==> src/rtl/bcu_pkg.sv <==
package bcu_pkg;
  typedef enum logic [2:0] {
    PH_IDLE = 3'd0,
    PH_T1   = 3'd1,
    PH_T2   = 3'd2,
    PH_TW   = 3'd3,
    PH_T3   = 3'd4
  } bcu_phase_e;
endpackage

==> src/rtl/bcu_sequencer.sv <==
module bcu_sequencer
  import bcu_pkg::*;
(
  input  logic clk,
  input  logic rst_n,
  input  logic start,
  input  logic bus_wait,
  output logic in_cycle,
  output logic strobe_win,
  output logic last_state
);
  bcu_phase_e phase_q, phase_d;

  always_comb begin
    phase_d = phase_q;
    unique case (phase_q)
      PH_IDLE: if (start) phase_d = PH_T1;
      PH_T1:   phase_d = PH_T2;
      PH_T2,
      PH_TW:   phase_d = bus_wait ? PH_TW : PH_T3;
      PH_T3:   phase_d = PH_IDLE;
      default: phase_d = PH_IDLE;
    endcase
  end

  always_ff @(posedge clk or negedge rst_n) begin
    if (!rst_n) phase_q <= PH_IDLE;
    else        phase_q <= phase_d;
  end

  assign in_cycle   = (phase_q != PH_IDLE);
  assign strobe_win = (phase_q == PH_T2) || (phase_q == PH_TW) || (phase_q == PH_T3);
  assign last_state = (phase_q == PH_T3);

  // a high wait sample in T2 keeps the strobe window open next cycle
  a_r4_wait_extends: assert property (@(posedge clk) disable iff (!rst_n)
    (phase_q == PH_T2 && bus_wait) |=> (strobe_win && !last_state));

  // an accepted start always leads into T1
  a_r2_start_t1: assert property (@(posedge clk) disable iff (!rst_n)
    (start && !in_cycle) |=> (phase_q == PH_T1));
endmodule

==> src/rtl/bcu_arbiter.sv <==
module bcu_arbiter (
  input  logic clk,
  input  logic rst_n,
  input  logic bus_idle,
  input  logic instr_boundary,
  input  logic irq_pending,
  input  logic dma_req,
  output logic grant_take,
  output logic dma_gnt
);
  logic gnt_q, gnt_d;

  assign grant_take = !gnt_q && bus_idle && instr_boundary && dma_req && !irq_pending;

  always_comb begin
    gnt_d = gnt_q;
    if (gnt_q) begin
      if (!dma_req) gnt_d = 1'b0;
    end else if (grant_take) begin
      gnt_d = 1'b1;
    end
  end

  always_ff @(posedge clk or negedge rst_n) begin
    if (!rst_n) gnt_q <= 1'b0;
    else        gnt_q <= gnt_d;
  end

  assign dma_gnt = gnt_q;

  // a rising grant needs a qualifying boundary in the previous cycle
  a_r7_grant_cause: assert property (@(posedge clk) disable iff (!rst_n)
    $rose(dma_gnt) |-> $past(instr_boundary && dma_req && !irq_pending && bus_idle));

  // a dropped request removes the grant at the next edge
  a_r10_release: assert property (@(posedge clk) disable iff (!rst_n)
    (dma_gnt && !dma_req) |=> !dma_gnt);
endmodule

==> src/rtl/bcu_datapath.sv <==
module bcu_datapath #(
  parameter int ADDR_W = 24,
  parameter int DATA_W = 16
) (
  input  logic              clk,
  input  logic              rst_n,
  input  logic              start,
  input  logic              in_cycle,
  input  logic              strobe_win,
  input  logic              last_state,
  input  logic              req_write,
  input  logic [ADDR_W-1:0] req_addr,
  input  logic [DATA_W-1:0] req_wdata,
  input  logic [DATA_W-1:0] bus_rdata,
  output logic [ADDR_W-1:0] bus_addr,
  output logic [DATA_W-1:0] bus_wdata,
  output logic              bus_rd,
  output logic              bus_wr,
  output logic              done,
  output logic [DATA_W-1:0] rdata
);
  logic [ADDR_W-1:0] addr_q;
  logic [DATA_W-1:0] wdata_q, rdata_q;
  logic              wr_q, done_q;
  logic              cap_req, cap_rd;

  assign cap_req = start;
  assign cap_rd  = last_state && !wr_q;

  always_ff @(posedge clk or negedge rst_n) begin
    if (!rst_n) begin
      addr_q  <= '0;
      wdata_q <= '0;
      wr_q    <= 1'b0;
    end else if (cap_req) begin
      addr_q  <= req_addr;
      wdata_q <= req_wdata;
      wr_q    <= req_write;
    end
  end

  always_ff @(posedge clk or negedge rst_n) begin
    if (!rst_n)      rdata_q <= '0;
    else if (cap_rd) rdata_q <= bus_rdata;
  end

  always_ff @(posedge clk or negedge rst_n) begin
    if (!rst_n) done_q <= 1'b0;
    else        done_q <= last_state;
  end

  assign bus_addr  = in_cycle ? addr_q : '0;
  assign bus_rd    = strobe_win && !wr_q;
  assign bus_wr    = strobe_win && wr_q;
  assign bus_wdata = (strobe_win && wr_q) ? wdata_q : '0;
  assign done      = done_q;
  assign rdata     = rdata_q;

  // the completion pulse lasts one cycle
  a_r6_done_pulse: assert property (@(posedge clk) disable iff (!rst_n)
    done |=> !done);

  // the address stays put while the cycle runs
  a_r3_addr_held: assert property (@(posedge clk) disable iff (!rst_n)
    (in_cycle && $past(in_cycle)) |-> $stable(bus_addr));
endmodule

==> src/rtl/bus_cycle_unit.sv <==
module bus_cycle_unit #(
  parameter int ADDR_W = 24,
  parameter int DATA_W = 16,
  parameter int SYNC_STAGES = 2
) (
  input  logic              clk,
  input  logic              rst_n,
  input  logic              core_req,
  input  logic              core_write,
  input  logic [ADDR_W-1:0] core_addr,
  input  logic [DATA_W-1:0] core_wdata,
  output logic              core_ready,
  output logic              core_done,
  output logic [DATA_W-1:0] core_rdata,
  input  logic              instr_boundary,
  input  logic              irq_pending,
  output logic [ADDR_W-1:0] bus_addr,
  output logic              bus_addr_oe,
  output logic              bus_as,
  output logic              bus_rd,
  output logic              bus_wr,
  output logic              bus_ctl_oe,
  output logic [DATA_W-1:0] bus_wdata,
  output logic              bus_data_oe,
  input  logic [DATA_W-1:0] bus_rdata,
  input  logic              bus_wait,
  input  logic              dma_req,
  output logic              dma_gnt
);
  localparam int SyncW = (SYNC_STAGES < 1) ? 1 : SYNC_STAGES;

  logic [SyncW-1:0] rst_sync_q;
  logic             rst_int_n;

  generate
    if (SyncW == 1) begin : g_sync1
      always_ff @(posedge clk or negedge rst_n) begin
        if (!rst_n) rst_sync_q <= 1'b0;
        else        rst_sync_q <= 1'b1;
      end
    end else begin : g_syncn
      always_ff @(posedge clk or negedge rst_n) begin
        if (!rst_n) rst_sync_q <= '0;
        else        rst_sync_q <= {rst_sync_q[SyncW-2:0], 1'b1};
      end
    end
  endgenerate

  assign rst_int_n = rst_sync_q[SyncW-1];

  logic in_cycle, strobe_win, last_state, grant_take, start, wr_int;

  assign core_ready = !in_cycle && !dma_gnt && !grant_take;
  assign start      = core_req && core_ready;

  bcu_sequencer u_seq (
    .clk        (clk),
    .rst_n      (rst_int_n),
    .start      (start),
    .bus_wait   (bus_wait),
    .in_cycle   (in_cycle),
    .strobe_win (strobe_win),
    .last_state (last_state)
  );

  bcu_arbiter u_arb (
    .clk            (clk),
    .rst_n          (rst_int_n),
    .bus_idle       (!in_cycle),
    .instr_boundary (instr_boundary),
    .irq_pending    (irq_pending),
    .dma_req        (dma_req),
    .grant_take     (grant_take),
    .dma_gnt        (dma_gnt)
  );

  bcu_datapath #(.ADDR_W(ADDR_W), .DATA_W(DATA_W)) u_dp (
    .clk        (clk),
    .rst_n      (rst_int_n),
    .start      (start),
    .in_cycle   (in_cycle),
    .strobe_win (strobe_win),
    .last_state (last_state),
    .req_write  (core_write),
    .req_addr   (core_addr),
    .req_wdata  (core_wdata),
    .bus_rdata  (bus_rdata),
    .bus_addr   (bus_addr),
    .bus_wdata  (bus_wdata),
    .bus_rd     (bus_rd),
    .bus_wr     (wr_int),
    .done       (core_done),
    .rdata      (core_rdata)
  );

  assign bus_wr      = wr_int;
  assign bus_as      = in_cycle;
  assign bus_data_oe = wr_int;
  assign bus_addr_oe = !dma_gnt;
  assign bus_ctl_oe  = !dma_gnt;

  // nothing is driven while the peripheral owns the bus
  a_r9_floated: assert property (@(posedge clk) disable iff (!rst_int_n)
    dma_gnt |-> (!bus_as && !bus_rd && !bus_wr && !bus_data_oe && !core_ready));

  // acceptance only from an idle, ungranted bus
  a_r2_ready_idle: assert property (@(posedge clk) disable iff (!rst_int_n)
    core_ready |-> (!bus_as && !dma_gnt));

  // the data driver follows the write strobe
  a_r5_data_drive: assert property (@(posedge clk) disable iff (!rst_int_n)
    bus_data_oe |-> (bus_as && !bus_rd));
endmodule

==> config.mk <==
export PLATFORM = sky130hd
export DESIGN_NAME = bus_cycle_unit
export DESIGN_NICKNAME = d
export VERILOG_FILES = /design/src/rtl/bcu_pkg.sv /design/src/rtl/bcu_sequencer.sv /design/src/rtl/bcu_arbiter.sv /design/src/rtl/bcu_datapath.sv /design/src/rtl/bus_cycle_unit.sv
export SDC_FILE = /design/constraint.sdc
export NUM_CORES = 1
export LEC_CHECK = 0
export BUFFER_PORTS_ARGS = -buffer_cell sky130_fd_sc_hd__buf_4
export CAP_MARGIN = 25
export CORE_ASPECT_RATIO = 1.4
export CORE_MARGIN = 4
export CORE_UTILIZATION = 45
export CTS_BUF_LIST = sky130_fd_sc_hd__clkbuf_8
export DETAILED_ROUTE_END_ITERATION = 8
export MAX_ROUTING_LAYER = met4
export PLACE_DENSITY = 0.77
export SETUP_SLACK_MARGIN = 0.4
export SYNTH_ARGS = -nofsm -noshare
export SYNTH_HDL_FRONTEND = slang
export SYNTH_SLANG_ARGS = --single-unit
==> constraint.sdc <==
create_clock -name clk -period 2.6 [get_ports clk]
set_clock_uncertainty 0.15 [all_clocks]
set_input_delay 0.13 -clock clk [delete_from_list [all_inputs] [get_ports clk]]
set_output_delay 0.13 -clock clk [all_outputs]
set_load 0.01 [all_outputs]
==> results by group <==
Cells and area
  • Area Overhead vs Synth: 65.8%
  • Fin cells: between 400 and 500
  • Most common cell after layout, fill and taps aside: buf_4
  • Share of cells above drive strength 1: 53.5%
  • Nets: 457
  • Post-route design area: between 0.004 and 0.005 sq mm
  • # diodes: 0
  • Most frequent cells in the layout: buf_4 (133), dlygate4sd3_1 (63), dfrtp_1 (62)
  • Finished Core Util: between 70% and 80%

STA
  • Setup ws final: 490 ps
  • Worst hold slack: 65.1 ps
  • Final setup viols: 0
  • Setup tns final: 0 ps
  • Fin crit share: just over 80%
  • Fin. max-slew vios: 0
  • RSZ-0062 raised after global routing: no
  • Fin. Hold Viols: 0
  • Fin crit period: 2110 ps
  • FMAX: approximately 470 MHz

Clock network
  • Reg clk slew, reported paths: around 70 ps
  • CTS tree: done
  • TritonCTS buffer count: 9
  • H-tree Lvls: 3
  • Clock Path Buffers: 2
  • Worst skew pair latency: about 320 ps
  • Root Buffer: clkbuf_8
  • TritonCTS sink count: 64

Global routing
  • Global-route wire length before repair: 11300 um
  • Initial antenna violation count: 0
  • Grt total ovfl: 0
  • Gr usage total: around a fifth
  • Largest net degree at the start of global routing: 44
  • Number of global-route vias before repair: about 2400

Status
  • Status: complete, no violations

Floorplan
  • Die H: slightly above 100 um
  • Die area: between 0.007 and 0.008 sq mm
  • FP Rows: 33
  • Ports: 129
  • Die width: around 75 um
  • Core area: 0.00595 sq mm
  • Initial Util: between 40% and 50%

Placement
  • Pre-CTS setup slack: between 700 and 800 ps
  • Placed Cells: about 380
  • Port Buf Inserts: approximately 130
  • Post-DP Area: roughly 0.0038 sq mm
  • GPL Wtd Cong: between 0.6 and 0.7
  • Post-DP HPWL: 4550 um

Worst setup path
  • Reg2reg start: u_seq.phase_q[1]$_DFFE_PN0P_
  • Launch point of the worst path: u_seq.phase_q[1]$_DFFE_PN0P_
  • Crit-path max FO: 18
  • Critical path endpoint category: output pin
  • WP data required: 2320 ps
  • Worst Setup Path Type: flip-flop to output pin
  • CP startpoint kind: flip-flop
  • Critical path arrival: 1830 ps

Detailed routing
  • Post-DR vias/cell: between 4 and 5
  • Drt pass-1 iters: 4
  • WL final: approximately 7400 um
  • WL/cell: 16.0 um
  • Total vias in the final route: between 2000 and 2500
  • Initial drt markers: 76
  • DR DRC count: 0
  • Post-DRT Antenna Nets: 0

Power and ir drop
  • Pwr Total: between 4 and 5 mW
  • PD cells: about 1000 mW/mm^2
  • Max IR drop VDD: just over 0.6 mV
  • Lkg Pwr: 2.25 nW

Synth
  • Netlist cell types: 23
  • Seq/Total Area, Yosys: a little under three fifths
  • Avg Synthesized Cell Area: about 14 sq um
  • Syn. warnings: 0
  • Mapped Cells: between 150 and 200
  • Seq cells post-synth: 64
  • Post-Synthesis Cell Area: 0.00279 sq mm
  • Mapped Nets: about 260

Hold path
  • Hold Path Class: flip-flop to async pin

Run
  • Max Cap Viol: 0
-- critical path: stages (launching register included) --
cell	delay, ps
dfrtp_2	450
or3b_4	440
a21boi_4	200
buf_12	150
and2_1	150
buf_4	120
-- registers in the layout (all words and copies together), names as in the netlist --
signal	flops
u_dp.addr_q	24
u_dp.rdata	16
u_dp.wdata_q	16
u_seq.phase_q	3
rst_sync_q	2
u_arb.dma_gnt	1
u_dp.done	1
u_dp.wr_q	1
-- worst paths after layout --
| check | to | slack, ps | cells past startpoint |
|---|---|---|---|
| worst max-delay path | bus_wdata[14] | 490 | 5 |
| worst min-delay path | u_dp.rdata[10]$_DFFE_PN0P_ | 70 | 0 |
| worst max register to register | u_dp.rdata[1]$_DFFE_PN0P_ | 590 | 4 |
| worst min register to register | u_dp.rdata[10]$_DFFE_PN0P_ | 70 | 0 |
| max in group asynchronous | u_seq.phase_q[1]$_DFFE_PN0P_ | 1640 | 1 |
| min in group clk | u_seq.phase_q[0]$_DFFE_PN0P_ | 150 | 4 |
-- layout make-up --
cell class	count	area, sq um
Clock buffer	10	138
Clock inverter	4	16.3
Fill cell	377	1320
Inverter	3	15.0
Multi-Input combinational cell	116	1090
Sequential cell	64	1600
Tap cell	70	87.6
Timing Repair Buffer	198	1670
Timing Repair inverter	1	7.51
-- power breakdown --
| group | switching (mW) | internal [mW] |
|---|---|---|
| registers | 0.276 | 1.47 |
| logic | 0.976 | 1.42 |
| clock network | 0.334 | 0.349 |
| total | 1.59 | 3.25 |
-- repair_timing --
item,CTS,global route
resized for setup,0,4
endpoints found under the hold margin,63,0
buffers inserted,0,4
setup endpoints to repair,0,40
hold buffers,63,0
-- logic make-up after synthesis --
family | share of synthesized area [%]
multiplexers | 24.4
buffers and inverters | 3.82
AO/OA/AOI/OAI | 1.48
AND/OR/NAND/NOR | 12.7
other | 0.135
flip-flops | 57.5
-- synthesized netlist by cell type --
| library cell | number | area [sq um] |
|---|---|---|
| nor2_1 | 2 | 7.51 |
| inv_1 | 3 | 11.3 |
| mux2_2 | 47 | 529 |
| dfrtp_1 | 64 | 1600 |
| buf_6 | 4 | 45.0 |
| and3_1 | 1 | 6.26 |
| and2_1 | 40 | 250 |
| buf_12 | 1 | 20.0 |
| nand2_1 | 1 | 3.75 |
| conb_1 | 1 | 3.75 |
| nand3b_1 | 2 | 15.0 |
| nor3_2 | 1 | 10.0 |
| nand2b_1 | 2 | 12.5 |
| nand4_1 | 1 | 6.26 |
| a21oi_1 | 3 | 15.0 |
| nor2_8 | 1 | 20.0 |
| buf_4 | 3 | 22.5 |
| mux2_4 | 10 | 150 |
| a21boi_4 | 1 | 18.8 |
| a21boi_0 | 1 | 7.51 |
| nand4_2 | 1 | 12.5 |
| clkbuf_1 | 2 | 7.51 |
| or3b_4 | 1 | 11.3 |
-- layer usage --
layer	vias up	GRT usage, %	routed length [um]
li1	1047	-	-
met1	1096	21.5	2650
met2	86	36.2	4180
met3	20	4.59	424
met4	0	8.49	194
met5	-	-	0
Note: power is estimated with default switching activity, not from simulation.
